$ cat config.mk
export PLATFORM = sky130hd
export DESIGN_NAME = rtc_time_seq
export DESIGN_NICKNAME = d
export VERILOG_FILES = /design/src/rtl/rtc_seq_pkg.sv /design/src/rtl/rtc_seq_gap.sv /design/src/rtl/rtc_seq_fields.sv /design/src/rtl/rtc_seq_fsm.sv /design/src/rtl/rtc_time_seq.sv
export SDC_FILE = /design/constraint.sdc
export NUM_CORES = 1
export LEC_CHECK = 0
export ABC_AREA = 1
export ABC_CLOCK_PERIOD_IN_PS = 5600
export BUFFER_PORTS_ARGS = -buffer_cell sky130_fd_sc_hd__buf_4
export CORE_ASPECT_RATIO = 1.1
export CORE_MARGIN = 3
export CORE_UTILIZATION = 55
export CTS_BUF_LIST = sky130_fd_sc_hd__clkbuf_16
export DETAILED_ROUTE_END_ITERATION = 12
export PLACE_DENSITY = 0.85
export SYNTH_ARGS = -nofsm -noshare
export SYNTH_HDL_FRONTEND = slang
export SYNTH_HIERARCHICAL = 1
export SYNTH_SLANG_ARGS = --single-unit
export TNS_END_PERCENT = 20
$ cat constraint.sdc
create_clock -name clk -period 5.6 [get_ports clk]
set_clock_uncertainty 0.05 [all_clocks]
set_input_delay 0.84 -clock clk [delete_from_list [all_inputs] [get_ports clk]]
set_output_delay 0.84 -clock clk [all_outputs]
set_load 0.005 [all_outputs]
$ cat src/rtl/rtc_seq_pkg.sv
package rtc_seq_pkg;

  typedef enum logic [3:0] {
    S_IDLE,
    S_CTRL_WR,
    S_CTRL_RD,
    S_RETRY_GAP,
    S_CHK_RD,
    S_IVL_WR,
    S_ADJ_WR,
    S_ADJ_POLL,
    S_XFER,
    S_END_GAP
  } seq_state_t;

  localparam logic [3:0] REG_CTRL = 4'hE;
  localparam logic [3:0] REG_IVL  = 4'h7;
  localparam logic [3:0] CTRL_RUN = 4'h4;
  localparam logic [3:0] CTRL_ADJ = 4'h7;
  localparam int         NSTEP    = 13;
  localparam int         NFIELD   = 7;

  typedef logic [7:0] bcd_t;

  // binary 0..99 to packed BCD {tens, units}
  function automatic bcd_t to_bcd(input logic [6:0] v);
    logic [6:0] t;
    logic [6:0] u;
    t = v / 7'd10;
    u = v - t * 7'd10;
    return {t[3:0], u[3:0]};
  endfunction

  // packed BCD to binary
  function automatic logic [6:0] from_bcd(input bcd_t b);
    return 7'(b[7:4]) * 7'd10 + 7'(b[3:0]);
  endfunction

  function automatic logic [6:0] mod100(input logic [6:0] y);
    return (y >= 7'd100) ? y - 7'd100 : y;
  endfunction

  // transfer step to device address: six two-digit fields skip the weekday slot
  function automatic logic [3:0] step_addr(input logic [3:0] s);
    if (s < 4'd6)       return s;
    else if (s < 4'd12) return s + 4'd2;
    else                return 4'd6;
  endfunction

  // transfer step to field index (0 sec .. 5 year, 6 weekday)
  function automatic logic [2:0] step_field(input logic [3:0] s);
    return (s == 4'd12) ? 3'd6 : s[3:1];
  endfunction

endpackage

$ cat src/rtl/rtc_seq_gap.sv
module rtc_seq_gap #(
  parameter int GAP_CYCLES = 140
) (
  input  logic clk,
  input  logic rst_n,
  input  logic start,
  output logic expired
);
  localparam int GW = $clog2(GAP_CYCLES + 1);

  logic [GW-1:0] cnt;

  always_ff @(posedge clk or negedge rst_n) begin
    if (!rst_n)          cnt <= '0;
    else if (start)      cnt <= GW'(GAP_CYCLES);
    else if (cnt != '0)  cnt <= cnt - 1'b1;
  end

  assign expired = (cnt == '0);
endmodule

$ cat src/rtl/rtc_seq_fields.sv
module rtc_seq_fields
  import rtc_seq_pkg::*;
(
  input  logic       clk,
  input  logic       rst_n,
  input  logic       load,
  input  logic       use_default,
  input  logic [5:0] set_sec,
  input  logic [5:0] set_min,
  input  logic [4:0] set_hour,
  input  logic [4:0] set_day,
  input  logic [3:0] set_mon,
  input  logic [6:0] set_year,
  input  logic [2:0] set_wday,
  input  logic [3:0] step,
  input  logic       cap_en,
  input  logic [3:0] cap_nib,
  output logic [3:0] wr_nib,
  output logic [5:0] get_sec,
  output logic [5:0] get_min,
  output logic [4:0] get_hour,
  output logic [4:0] get_day,
  output logic [3:0] get_mon,
  output logic [6:0] get_year,
  output logic [2:0] get_wday
);
  bcd_t       wbuf [NFIELD];
  bcd_t       rbuf [NFIELD];
  logic [6:0] wsrc [NFIELD];
  logic [6:0] dec  [NFIELD];
  logic [2:0] fsel;
  logic       hi_nib;
  logic [6:0] mon_dec;

  assign fsel   = step_field(step);
  assign hi_nib = step[0];

  always_comb begin
    if (use_default) begin
      wsrc[0] = 7'd0;  wsrc[1] = 7'd0; wsrc[2] = 7'd0;
      wsrc[3] = 7'd1;  wsrc[4] = 7'd1; wsrc[5] = 7'd0;
      wsrc[6] = 7'd0;
    end else begin
      wsrc[0] = {1'b0, set_sec};
      wsrc[1] = {1'b0, set_min};
      wsrc[2] = {2'b0, set_hour};
      wsrc[3] = {2'b0, set_day};
      wsrc[4] = 7'(set_mon) + 7'd1;
      wsrc[5] = mod100(set_year);
      wsrc[6] = {4'b0, set_wday};
    end
  end

  always_ff @(posedge clk or negedge rst_n) begin
    if (!rst_n) begin
      for (int i = 0; i < NFIELD; i++) begin
        wbuf[i] <= '0;
        rbuf[i] <= '0;
      end
    end else begin
      for (int i = 0; i < NFIELD; i++) begin
        if (load) wbuf[i] <= to_bcd(wsrc[i]);
        if (cap_en && fsel == 3'(i)) begin
          if (hi_nib) rbuf[i][7:4] <= cap_nib;
          else        rbuf[i][3:0] <= cap_nib;
        end
      end
    end
  end

  always_comb begin
    wr_nib = hi_nib ? wbuf[fsel][7:4] : wbuf[fsel][3:0];
  end

  for (genvar g = 0; g < NFIELD; g++) begin : g_dec
    assign dec[g] = from_bcd(rbuf[g]);
  end

  assign mon_dec  = dec[4] - 7'd1;
  assign get_sec  = dec[0][5:0];
  assign get_min  = dec[1][5:0];
  assign get_hour = dec[2][4:0];
  assign get_day  = dec[3][4:0];
  assign get_mon  = mon_dec[3:0];
  assign get_year = dec[5];
  assign get_wday = dec[6][2:0];
endmodule

$ cat src/rtl/rtc_seq_fsm.sv
module rtc_seq_fsm
  import rtc_seq_pkg::*;
#(
  parameter int MAX_RETRY  = 100,
  parameter int POLL_LIMIT = 100
) (
  input  logic       clk,
  input  logic       rst_n,
  input  logic       cmd_read,
  input  logic       cmd_set,
  input  logic       cmd_init,
  input  logic       acc_ack,
  input  logic [3:0] acc_rdata,
  input  logic       gap_expired,
  input  logic [3:0] wr_nib,
  output logic       ce,
  output logic       acc_req,
  output logic       acc_we,
  output logic [3:0] acc_addr,
  output logic [3:0] acc_wdata,
  output logic       gap_start,
  output logic [3:0] step,
  output logic       cap_en,
  output logic       load,
  output logic       use_default,
  output logic       done,
  output logic       error,
  output logic       start_acc
);
  localparam int         RW        = $clog2(MAX_RETRY + 2) + 1;
  localparam int         PW        = $clog2(POLL_LIMIT + 1) + 1;
  localparam logic [3:0] LAST_STEP = 4'(NSTEP - 1);

  seq_state_t    state;
  logic          ce_q, ack_q, mode_set, err_pend, err_q, done_q;
  logic [RW-1:0] retries;
  logic [PW-1:0] polls;
  logic [3:0]    step_q;

  logic accessing, acc_evt, busy_bit, stop_bit, retry_exhausted, poll_last;

  assign start_acc   = (state == S_IDLE) && (cmd_read || cmd_set || cmd_init);
  assign load        = start_acc;
  assign use_default = cmd_init;

  assign accessing = (state == S_CTRL_WR) || (state == S_CTRL_RD) ||
                     (state == S_CHK_RD)  || (state == S_IVL_WR)  ||
                     (state == S_ADJ_WR)  || (state == S_ADJ_POLL) ||
                     (state == S_XFER);
  assign acc_req   = accessing && !ack_q;
  assign acc_evt   = acc_req && acc_ack;
  assign busy_bit  = acc_rdata[0];
  assign stop_bit  = acc_rdata[1];
  assign retry_exhausted = (retries == RW'(MAX_RETRY + 1));
  assign poll_last       = (polls == PW'(POLL_LIMIT - 1));

  always_comb begin
    acc_we    = 1'b0;
    acc_addr  = REG_CTRL;
    acc_wdata = 4'h0;
    unique case (state)
      S_CTRL_WR: begin acc_we = 1'b1; acc_wdata = CTRL_RUN; end
      S_IVL_WR:  begin acc_we = 1'b1; acc_addr = REG_IVL; end
      S_ADJ_WR:  begin acc_we = 1'b1; acc_wdata = CTRL_ADJ; end
      S_XFER:    begin acc_we = mode_set; acc_addr = step_addr(step_q); acc_wdata = wr_nib; end
      default:   ;
    endcase
  end

  assign gap_start = acc_evt &&
                     ((state == S_CTRL_RD && busy_bit) ||
                      (state == S_CHK_RD  && !stop_bit) ||
                      (state == S_XFER    && step_q == LAST_STEP));
  assign cap_en    = acc_evt && (state == S_XFER) && !mode_set;

  always_ff @(posedge clk or negedge rst_n) begin
    if (!rst_n) begin
      state    <= S_IDLE;
      ce_q     <= 1'b0;
      ack_q    <= 1'b0;
      mode_set <= 1'b0;
      err_pend <= 1'b0;
      err_q    <= 1'b0;
      done_q   <= 1'b0;
      retries  <= '0;
      polls    <= '0;
      step_q   <= '0;
    end else begin
      ack_q  <= acc_ack;
      done_q <= 1'b0;
      unique case (state)
        S_IDLE: if (start_acc) begin
          err_q    <= 1'b0;
          err_pend <= 1'b0;
          retries  <= '0;
          mode_set <= cmd_init || cmd_set;
          ce_q     <= 1'b1;
          state    <= cmd_init ? S_CHK_RD : S_CTRL_WR;
        end
        S_CTRL_WR: if (acc_evt) state <= S_CTRL_RD;
        S_CTRL_RD: if (acc_evt) begin
          if (!busy_bit) begin
            step_q <= '0;
            state  <= S_XFER;
          end else if (retry_exhausted) begin
            err_pend <= 1'b1;
            ce_q     <= 1'b0;
            state    <= S_END_GAP;
          end else begin
            retries <= retries + 1'b1;
            ce_q    <= 1'b0;
            state   <= S_RETRY_GAP;
          end
        end
        S_RETRY_GAP: if (gap_expired) begin
          ce_q  <= 1'b1;
          state <= S_CTRL_WR;
        end
        S_CHK_RD: if (acc_evt) begin
          if (stop_bit) state <= S_IVL_WR;
          else begin
            ce_q  <= 1'b0;
            state <= S_END_GAP;
          end
        end
        S_IVL_WR: if (acc_evt) state <= S_ADJ_WR;
        S_ADJ_WR: if (acc_evt) begin
          polls <= '0;
          state <= S_ADJ_POLL;
        end
        S_ADJ_POLL: if (acc_evt) begin
          if (!busy_bit || poll_last) state <= S_CTRL_WR;
          else                        polls <= polls + 1'b1;
        end
        S_XFER: if (acc_evt) begin
          if (step_q == LAST_STEP) begin
            ce_q  <= 1'b0;
            state <= S_END_GAP;
          end else begin
            step_q <= step_q + 1'b1;
          end
        end
        S_END_GAP: if (gap_expired) begin
          err_q  <= err_pend;
          done_q <= 1'b1;
          state  <= S_IDLE;
        end
        default: state <= S_IDLE;
      endcase
    end
  end

  assign ce    = ce_q;
  assign step  = step_q;
  assign done  = done_q;
  assign error = err_q;
endmodule

$ cat src/rtl/rtc_time_seq.sv
module rtc_time_seq #(
  parameter int GAP_CYCLES = 140,
  parameter int MAX_RETRY  = 100,
  parameter int POLL_LIMIT = 100
) (
  input  logic       clk,
  input  logic       rst_n,
  input  logic       cmd_read,
  input  logic       cmd_set,
  input  logic       cmd_init,
  input  logic [5:0] set_sec,
  input  logic [5:0] set_min,
  input  logic [4:0] set_hour,
  input  logic [4:0] set_day,
  input  logic [3:0] set_mon,
  input  logic [6:0] set_year,
  input  logic [2:0] set_wday,
  output logic [5:0] get_sec,
  output logic [5:0] get_min,
  output logic [4:0] get_hour,
  output logic [4:0] get_day,
  output logic [3:0] get_mon,
  output logic [6:0] get_year,
  output logic [2:0] get_wday,
  output logic       done,
  output logic       error,
  output logic       ce,
  output logic       acc_req,
  output logic       acc_we,
  output logic [3:0] acc_addr,
  output logic [3:0] acc_wdata,
  input  logic       acc_ack,
  input  logic [3:0] acc_rdata
);
  logic       gap_start, gap_expired, cap_en, load, use_default, start_acc;
  logic [3:0] step, wr_nib;

  rtc_seq_fsm #(
    .MAX_RETRY (MAX_RETRY),
    .POLL_LIMIT(POLL_LIMIT)
  ) u_fsm (
    .clk        (clk),
    .rst_n      (rst_n),
    .cmd_read   (cmd_read),
    .cmd_set    (cmd_set),
    .cmd_init   (cmd_init),
    .acc_ack    (acc_ack),
    .acc_rdata  (acc_rdata),
    .gap_expired(gap_expired),
    .wr_nib     (wr_nib),
    .ce         (ce),
    .acc_req    (acc_req),
    .acc_we     (acc_we),
    .acc_addr   (acc_addr),
    .acc_wdata  (acc_wdata),
    .gap_start  (gap_start),
    .step       (step),
    .cap_en     (cap_en),
    .load       (load),
    .use_default(use_default),
    .done       (done),
    .error      (error),
    .start_acc  (start_acc)
  );

  rtc_seq_gap #(.GAP_CYCLES(GAP_CYCLES)) u_gap (
    .clk    (clk),
    .rst_n  (rst_n),
    .start  (gap_start),
    .expired(gap_expired)
  );

  rtc_seq_fields u_fields (
    .clk        (clk),
    .rst_n      (rst_n),
    .load       (load),
    .use_default(use_default),
    .set_sec    (set_sec),
    .set_min    (set_min),
    .set_hour   (set_hour),
    .set_day    (set_day),
    .set_mon    (set_mon),
    .set_year   (set_year),
    .set_wday   (set_wday),
    .step       (step),
    .cap_en     (cap_en),
    .cap_nib    (acc_rdata),
    .wr_nib     (wr_nib),
    .get_sec    (get_sec),
    .get_min    (get_min),
    .get_hour   (get_hour),
    .get_day    (get_day),
    .get_mon    (get_mon),
    .get_year   (get_year),
    .get_wday   (get_wday)
  );
endmodule

==> impl_metrics.xml, run 1 <==
<?xml version="1.0" encoding="UTF-8"?>
<metrics>
  <group name="critical_path">
    <metric name="cp.arrival" unit="ns">4.86</metric>
    <metric name="start_kind" unit="">primary input</metric>
    <metric name="max_incr_delay_on_cp" unit="ns">0.37</metric>
    <metric name="most_frequent_cell_on_the_critical_path" unit="">nand2_1</metric>
    <metric name="worstPathMaxFanout" unit="">6</metric>
    <metric name="reg2reg_setup_slack" unit="ns">2.86</metric>
    <metric name="worst_path_max_delay_cell" unit="">fa_1</metric>
    <metric name="timing.reg2reg.worst_path_depth" unit="">10</metric>
    <metric name="crit_path_buf_inv_count" unit="">8</metric>
    <metric name="timing.setup.critical_path_class" unit="">in2reg</metric>
    <metric name="critical_path_required" unit="ns">5.92</metric>
    <metric name="worst_path_dominant_cell_family" unit="">simple AND/OR/NAND/NOR gates</metric>
    <metric name="reg2reg_to" unit="">u_fields/rbuf[14]$_DFFE_PN0P_</metric>
    <metric name="critical_path_end_type" unit="">register</metric>
    <metric name="timing.rr.start" unit="">u_fsm/state[0]$_DFFE_PN0P_</metric>
  </group>
  <group name="global_routing">
    <metric name="gr-total-overflow" unit="">0</metric>
    <metric name="overall_fraction_of_global_route_tracks_in_use" unit="">0.241</metric>
    <metric name="initial_antenna_violation_count" unit="">0</metric>
    <metric name="first_global_vias" unit="">8055</metric>
    <metric name="grt_first_pass_wirelength" unit="mm">36.1</metric>
    <metric name="grt_start_max_net_pins" unit="">56</metric>
  </group>
  <group name="floorplanning">
    <metric name="dieHeight" unit="um">142</metric>
    <metric name="placementRows" unit="">49</metric>
    <metric name="start_util" unit="">0.563</metric>
    <metric name="floorplan.core_area" unit="um^2">16400</metric>
    <metric name="floorplan.die.width" unit="um">130</metric>
    <metric name="die_area" unit="um^2">18400</metric>
    <metric name="ios" unit="">95</metric>
  </group>
  <group name="sta">
    <metric name="final_hold_viol_count" unit="">0</metric>
    <metric name="setup_viol" unit="">0</metric>
    <metric name="rsz0062_at_grt" unit="">false</metric>
    <metric name="finalMaxSlewViolations" unit="">0</metric>
    <metric name="slew_headroom" unit="">0.210</metric>
    <metric name="finalWorstSetupSlack" unit="ns">1.07</metric>
    <metric name="worst_pin_slew" unit="ns">1.18</metric>
    <metric name="final.setup.tns" unit="ns">0</metric>
    <metric name="fin_crit" unit="ns">4.53</metric>
    <metric name="fmax" unit="GHz">0.221</metric>
    <metric name="layout_worst_path_cycle_share" unit="">0.810</metric>
  </group>
  <group name="power_and_ir_drop">
    <metric name="peak_ir_drop_on_the_vdd_network" unit="mV">0.250</metric>
    <metric name="power_per_cell_area" unit="nW/um^2">343</metric>
    <metric name="p_int" unit="W">0.00230</metric>
    <metric name="sw_frac_of_total" unit="">0.374</metric>
    <metric name="power_frac_clock" unit="">0.311</metric>
    <metric name="power_switching" unit="W">0.00137</metric>
    <metric name="combinationalPowerShare" unit="">0.331</metric>
    <metric name="power_leakage" unit="nW">5.47</metric>
    <metric name="seq_power_share" unit="">0.358</metric>
  </group>
  <group name="clock_network">
    <metric name="post_cts_resize_count" unit="">0</metric>
    <metric name="ctsRootBufferMaster" unit="">clkbuf_16</metric>
    <metric name="tritoncts" unit="">yes</metric>
    <metric name="ctsHoldBuffers" unit="">0</metric>
    <metric name="worst_skew_pair.late_latency" unit="ns">0.43</metric>
    <metric name="numClockSinks" unit="">133</metric>
    <metric name="clk_pin_slew" unit="ns">0.06</metric>
    <metric name="number_of_buffers_created_by_cts" unit="">17</metric>
    <metric name="htreeDepth" unit="">4</metric>
    <metric name="ctsLongestPathBuffers" unit="">2</metric>
    <metric name="post-cts-setup-buffer-count" unit="">0</metric>
  </group>
  <group name="logic_synthesis">
    <metric name="synthesis.area" unit="um^2">9260</metric>
    <metric name="synthCells" unit="">1220</metric>
    <metric name="post_synth.cell_area_avg" unit="um^2">7.59</metric>
    <metric name="syn_nets" unit="">1343</metric>
    <metric name="count_of_warnings_emitted_by_yosys" unit="">6</metric>
  </group>
  <group name="drt">
    <metric name="postRouteWirelength" unit="mm">21.8</metric>
    <metric name="postRouteAntennaNets" unit="">0</metric>
    <metric name="dr.first_iter.drc_count" unit="">608</metric>
    <metric name="vias_per_cell" unit="">5.50</metric>
    <metric name="drc" unit="">0</metric>
    <metric name="vias" unit="">8371</metric>
    <metric name="firstDrtPassIters" unit="">8</metric>
    <metric name="drt-wirelength-per-cell" unit="um">14.3</metric>
  </group>
  <group name="layout">
    <metric name="nFillCells" unit="">1381</metric>
    <metric name="multi_input_area" unit="um^2">5120</metric>
    <metric name="diodes" unit="">0</metric>
    <metric name="syn2layout_area_growth" unit="%">15.4</metric>
    <metric name="final_nets" unit="">1429</metric>
    <metric name="post_layout_nonfiller_instances" unit="">1523</metric>
    <metric name="drive_gt1_frac" unit="">0.152</metric>
    <metric name="regArea" unit="um^2">3330</metric>
  </group>
  <group name="place">
    <metric name="gp_routability_congestion" unit="">0.951</metric>
    <metric name="place_hpwl" unit="mm">15.8</metric>
    <metric name="dpl.cell_count" unit="">1491</metric>
    <metric name="post-place-ws" unit="ns">0.707</metric>
    <metric name="port_buffers" unit="">94</metric>
  </group>
  <group name="run">
    <metric name="drv_cap" unit="">0</metric>
  </group>
  <group name="min_path">
    <metric name="timing.hold.worst.class" unit="">in2async</metric>
  </group>
  <group name="run_status">
    <metric name="run_status" unit="">completed</metric>
  </group>
</metrics>
==> worst reg2reg max path: cells and delay by family, from the launching register on <==
family | cells | cell delay [ns]
simple gates | 8 | 1.93
compound gates | 1 | 0.10
flops | 1 | 0.47
buf+inv | 1 | 0.06
==> power by group through the flow <==
stage                     logic (W)  registers, W  clock network [W]
after floorplan            0.000899       0.00128                  0
after global placement      0.00116       0.00132                  0
after detailed placement    0.00119       0.00132                  0
after CTS                   0.00121       0.00131            0.00116
after global routing        0.00138       0.00134            0.00119
final                       0.00121       0.00131            0.00114
==> area by class of cell <==
type	count	share of cell area
timing repair buffer	98	0.0689
sequential	133	0.312
inverter	171	0.0601
clock buffer	17	0.0398
multi-input combinational	885	0.479
tap	204	0.0239
clock inverter	15	0.0165
==> layout by cell type (no fill, tap or decap), types with 7 or more instances in the layout <==
cell type,instances
nand2_1,331
inv_1,152
dfrtp_1,133
o21ai_0,111
nor2_1,100
buf_4,98
ha_1,64
nand3_1,58
xnor2_1,27
xor2_1,25
nand2_2,22
a21oi_1,21
clkbuf_16,17
inv_2,15
o21ai_1,14
nand4_1,14
fa_1,13
clkinv_1,7
o211ai_1,7
nor2_2,7
nor3_1,7
==> routing by layer <==
layer | vias up | GRT usage | part of all wire
li1 | 4081 | - | -
met1 | 3959 | 0.290 | 0.41
met2 | 276 | 0.424 | 0.51
met3 | 55 | 0.0402 | 0.052
met4 | 0 | 0.103 | 0.029
met5 | - | 0 | 0
==> registers in the layout, indices dropped and copies added, names as in the netlist <==
name and cells:
u_fields/rbuf 52, u_fsm/ack_q 1, u_fsm/error 1, u_fsm/done 1, u_fsm/state 4, u_fsm/step 4, u_fsm/mode_set 1, u_fsm/ce 1
u_fsm/polls 8, u_fields/wbuf 43, u_fsm/err_pend 1, u_fsm/retries 8, u_gap/cnt 8
==> worst max-delay path by stage <==
stage	startpoint	end	slack [ns]	cells after the start
2_1_floorplan	set_year[3]	u_fields/wbuf[11]$_DFFE_PN0P_	1.22	34
3_3_place_gp	set_year[3]	u_fields/wbuf[11]$_DFFE_PN0P_	0.90	36
3_5_place_dp	set_year[3]	u_fields/wbuf[11]$_DFFE_PN0P_	0.71	36
4_1_cts	set_year[3]	u_fields/wbuf[11]$_DFFE_PN0P_	1.11	36
5_1_grt	set_year[3]	u_fields/wbuf[11]$_DFFE_PN0P_	0.64	36
6_report	set_year[3]	u_fields/wbuf[11]$_DFFE_PN0P_	1.07	36
==> per-stage QoR <==
step | hold slack [ns] | utilization | total power [W] | cell area, um^2
final | 0.346 | 0.650 | 0.00367 | 10700
after global placement | 0.415 | 0.613 | 0.00247 | 10100
after detailed placement | 0.413 | 0.613 | 0.00251 | 10100
after CTS | 0.356 | 0.650 | 0.00367 | 10700
after floorplan | 0.392 | - | 0.00218 | 9260
after global routing | 0.378 | 0.650 | 0.00391 | 10700
Power figures use the tool's default switching activity.
==> run 2, diff against run 1 <==
--- a/config.mk
+++ b/config.mk
@@ -5,15 +5,15 @@
 export SDC_FILE = /design/constraint.sdc
 export NUM_CORES = 1
 export LEC_CHECK = 0
-export ABC_AREA = 1
-export ABC_CLOCK_PERIOD_IN_PS = 5600
+export ABC_AREA = 0
+export ABC_CLOCK_PERIOD_IN_PS = 4100
 export BUFFER_PORTS_ARGS = -buffer_cell sky130_fd_sc_hd__buf_4
 export CORE_ASPECT_RATIO = 1.1
 export CORE_MARGIN = 3
-export CORE_UTILIZATION = 55
+export CORE_UTILIZATION = 54
 export CTS_BUF_LIST = sky130_fd_sc_hd__clkbuf_16
 export DETAILED_ROUTE_END_ITERATION = 12
-export PLACE_DENSITY = 0.85
+export PLACE_DENSITY = 0.87
 export SYNTH_ARGS = -nofsm -noshare
 export SYNTH_HDL_FRONTEND = slang
 export SYNTH_HIERARCHICAL = 1
==> constraint.sdc (replaced) <==
create_clock -name clk -period 4.1 [get_ports clk]
set_clock_uncertainty 0.05 [all_clocks]
set_input_delay 0.615 -clock clk [delete_from_list [all_inputs] [get_ports clk]]
set_output_delay 0.615 -clock clk [all_outputs]
set_load 0.005 [all_outputs]
==> impl_metrics.xml, run 2 <==
<?xml version="1.0" encoding="UTF-8"?>
<metrics>
  <group name="run_status">
    <metric name="run_status" unit="">complete, but fails checks</metric>
    <metric name="failing_checks" unit="">setup timing</metric>
  </group>
  <group name="critical_path">
    <metric name="timing.setup.critical_path_class" unit="">in2reg</metric>
    <metric name="critical_path_required" unit="ns">4.34</metric>
    <metric name="start_kind" unit="">primary input</metric>
    <metric name="worstPathMaxFanout" unit="">4</metric>
    <metric name="cp.arrival" unit="ns">4.41</metric>
    <metric name="critical_path_end_type" unit="">register</metric>
  </group>
  <group name="sta">
    <metric name="fmax" unit="GHz">0.240</metric>
    <metric name="finalWorstSetupSlack" unit="ns">-0.0733</metric>
    <metric name="worst_pin_slew" unit="ns">0.964</metric>
    <metric name="rsz0062_at_grt" unit="">true</metric>
    <metric name="slew_headroom" unit="">0.358</metric>
    <metric name="fin_crit" unit="ns">4.17</metric>
    <metric name="setup_viol" unit="">1</metric>
    <metric name="final_hold_viol_count" unit="">0</metric>
    <metric name="final.setup.tns" unit="ns">-0.0733</metric>
    <metric name="finalMaxSlewViolations" unit="">0</metric>
    <metric name="layout_worst_path_cycle_share" unit="">1.02</metric>
  </group>
  <group name="global_routing">
    <metric name="grt_first_pass_wirelength" unit="mm">36.6</metric>
    <metric name="overall_fraction_of_global_route_tracks_in_use" unit="">0.246</metric>
    <metric name="initial_antenna_violation_count" unit="">0</metric>
    <metric name="gr-total-overflow" unit="">0</metric>
    <metric name="first_global_vias" unit="">7581</metric>
    <metric name="grt_start_max_net_pins" unit="">134</metric>
  </group>
  <group name="logic_synthesis">
    <metric name="synthesis.area" unit="um^2">9100</metric>
    <metric name="count_of_warnings_emitted_by_yosys" unit="">6</metric>
    <metric name="synthCells" unit="">929</metric>
    <metric name="post_synth.cell_area_avg" unit="um^2">9.80</metric>
    <metric name="syn_nets" unit="">1052</metric>
  </group>
  <group name="layout">
    <metric name="layout.cells.most_common" unit="">buf_4</metric>
    <metric name="syn2layout_area_growth" unit="%">22.1</metric>
    <metric name="layout.cells.most_common_list" unit="">buf_4, dfrtp_1, nand2_1</metric>
    <metric name="multi_input_area" unit="um^2">5440</metric>
    <metric name="drive_gt1_frac" unit="">0.283</metric>
    <metric name="nFillCells" unit="">1203</metric>
    <metric name="reg.largest.list" unit="">u_fields/rbuf (52), u_fields/wbuf (43)</metric>
    <metric name="final_nets" unit="">1189</metric>
    <metric name="diodes" unit="">0</metric>
    <metric name="post_layout_nonfiller_instances" unit="">1283</metric>
    <metric name="regArea" unit="um^2">3330</metric>
    <metric name="largest_register" unit="">u_fields/rbuf</metric>
    <metric name="largest_register_ffs" unit="">52</metric>
  </group>
  <group name="floorplanning">
    <metric name="placementRows" unit="">49</metric>
    <metric name="start_util" unit="">0.554</metric>
    <metric name="dieHeight" unit="um">142</metric>
    <metric name="floorplan.die.width" unit="um">130</metric>
    <metric name="floorplan.core_area" unit="um^2">16400</metric>
    <metric name="die_area" unit="um^2">18500</metric>
    <metric name="ios" unit="">95</metric>
  </group>
  <group name="power_and_ir_drop">
    <metric name="sw_frac_of_total" unit="">0.263</metric>
    <metric name="power_frac_clock" unit="">0.445</metric>
    <metric name="seq_power_share" unit="">0.409</metric>
    <metric name="p_int" unit="W">0.00238</metric>
    <metric name="power_leakage" unit="nW">5.23</metric>
    <metric name="peak_ir_drop_on_the_vdd_network" unit="mV">0.296</metric>
    <metric name="power_switching" unit="W">0.000848</metric>
    <metric name="combinationalPowerShare" unit="">0.145</metric>
    <metric name="power_per_cell_area" unit="nW/um^2">291</metric>
  </group>
  <group name="drt">
    <metric name="postRouteAntennaNets" unit="">0</metric>
    <metric name="dr.first_iter.drc_count" unit="">645</metric>
    <metric name="vias_per_cell" unit="">5.90</metric>
    <metric name="vias" unit="">7567</metric>
    <metric name="firstDrtPassIters" unit="">5</metric>
    <metric name="postRouteWirelength" unit="mm">22.7</metric>
    <metric name="drt-wirelength-per-cell" unit="um">17.7</metric>
    <metric name="drc" unit="">0</metric>
  </group>
  <group name="clock_network">
    <metric name="number_of_buffers_created_by_cts" unit="">17</metric>
    <metric name="ctsHoldBuffers" unit="">0</metric>
    <metric name="htreeDepth" unit="">4</metric>
    <metric name="worst_skew_pair.late_latency" unit="ns">0.42</metric>
    <metric name="numClockSinks" unit="">133</metric>
    <metric name="tritoncts" unit="">yes</metric>
    <metric name="ctsLongestPathBuffers" unit="">2</metric>
    <metric name="clk_pin_slew" unit="ns">0.06</metric>
    <metric name="ctsRootBufferMaster" unit="">clkbuf_16</metric>
  </group>
  <group name="place">
    <metric name="dpl.cell_count" unit="">1239</metric>
    <metric name="gp_routability_congestion" unit="">0.910</metric>
    <metric name="place_hpwl" unit="mm">15.6</metric>
    <metric name="port_buffers" unit="">94</metric>
  </group>
  <group name="min_path">
    <metric name="timing.hold.worst.class" unit="">in2async</metric>
  </group>
  <group name="run">
    <metric name="drv_cap" unit="">0</metric>
  </group>
</metrics>
[run 2: cell count changes in the layout (fill, tap and decap cells not counted), sizes merged, moves of 15 or more]
cell	delta
xnor2	+15
nand3	-49
mux2	+64
nor2b	+28
inv	-97
buf	+63
nor2	-48
nand2b	+16
xor2	-18
a21oi	+28
mux2i	+19
nand2	-285
o21ai	-77
[run 2: cell type report]
| type | count | share of cell area |
|---|---|---|
| timing repair buffer | 161 | 0.113 |
| tap | 204 | 0.0230 |
| clock buffer | 17 | 0.0383 |
| inverter | 69 | 0.0245 |
| clock inverter | 15 | 0.0122 |
| sequential | 133 | 0.299 |
| multi-input combinational | 684 | 0.489 |
[run 2: repair_timing]
action / CTS / global route
gates cloned: 0 / 0
buffers inserted: 10 / 2
pin swaps: 14 / 4
gates resized for setup: 10 / 8
endpoints found under the hold margin: 0 / 0
setup endpoints to repair: 2 / 2
[run 2: worst paths after layout]
path / start / endpoint / slack (ns) / cells after the start
hold / removal: rst_n / u_fsm/retries[3]$_DFFE_PN0P_ / 0.18 / 2
min in group clk: acc_ack / u_fsm/ack_q$_DFF_PN0_ / 0.27 / 1
max in group asynchronous: rst_n / u_fields/wbuf[29]$_DFFE_PN0P_ / 3.18 / 2
hold reg to reg: u_fields/wbuf[54]$_DFFE_PN0P_ / u_fields/wbuf[54]$_DFFE_PN0P_ / 0.46 / 1
setup reg to reg: u_fsm/state[2]$_DFFE_PN0P_ / u_fields/rbuf[44]$_DFFE_PN0P_ / 0.94 / 6
setup / recovery: set_year[3] / u_fields/wbuf[11]$_DFFE_PN0P_ / -0.07 / 24
[run 2: routing by layer]
metal  up-vias  GRT usage  share of wire
met3        48     0.0379          0.037
met2       229      0.446           0.53
met4         0     0.0848          0.027
met1      3726      0.297           0.41
met5         -          0              0
li1       3564          -              -
[run 2: power by group through the flow]
stage / combinational (W) / sequential [W] / clock [W]
global route: 0.000517 / 0.00132 / 0.00151
global placement: 0.000397 / 0.00135 / 0
detailed placement: 0.000414 / 0.00135 / 0
CTS: 0.000445 / 0.00132 / 0.00146
floorplan: 0.000217 / 0.00135 / 0
finish: 0.000470 / 0.00132 / 0.00144
[run 2: metrics by stage]
| stage | power, W | utilization | setup slack [ns] | hold WS, ns | cell area, um^2 |
|---|---|---|---|---|---|
| detailed placement | 0.00176 | 0.631 | -0.612 | 0.445 | 10400 |
| CTS | 0.00322 | 0.673 | 0.0327 | 0.261 | 11100 |
| global route | 0.00335 | 0.677 | -0.210 | 0.272 | 11100 |
| finish | 0.00323 | 0.677 | -0.0733 | 0.182 | 11100 |
| floorplan | 0.00156 | - | -0.406 | 0.269 | 9180 |
| global placement | 0.00174 | 0.631 | -0.421 | 0.427 | 10400 |
[run 2: critical path: stages]
cell,delay (ns)
buf_12,0.11
inv_12,0.04
ha_4,0.11
or3b_4,0.37
and3b_2,0.23
o31ai_4,0.23
ha_4,0.21
nor3_4,0.05
a211oi_2,0.27
o22ai_2,0.14
o21ai_1,0.14
and2_4,0.18
ha_4,0.20
nand2_1,0.05
or2_1,0.14
o31ai_4,0.07
nor2_2,0.15
ha_2,0.20
inv_2,0.04
fa_2,0.37
xor2_2,0.18
nor2b_1,0.08
o21ai_1,0.11
o311ai_2,0.12
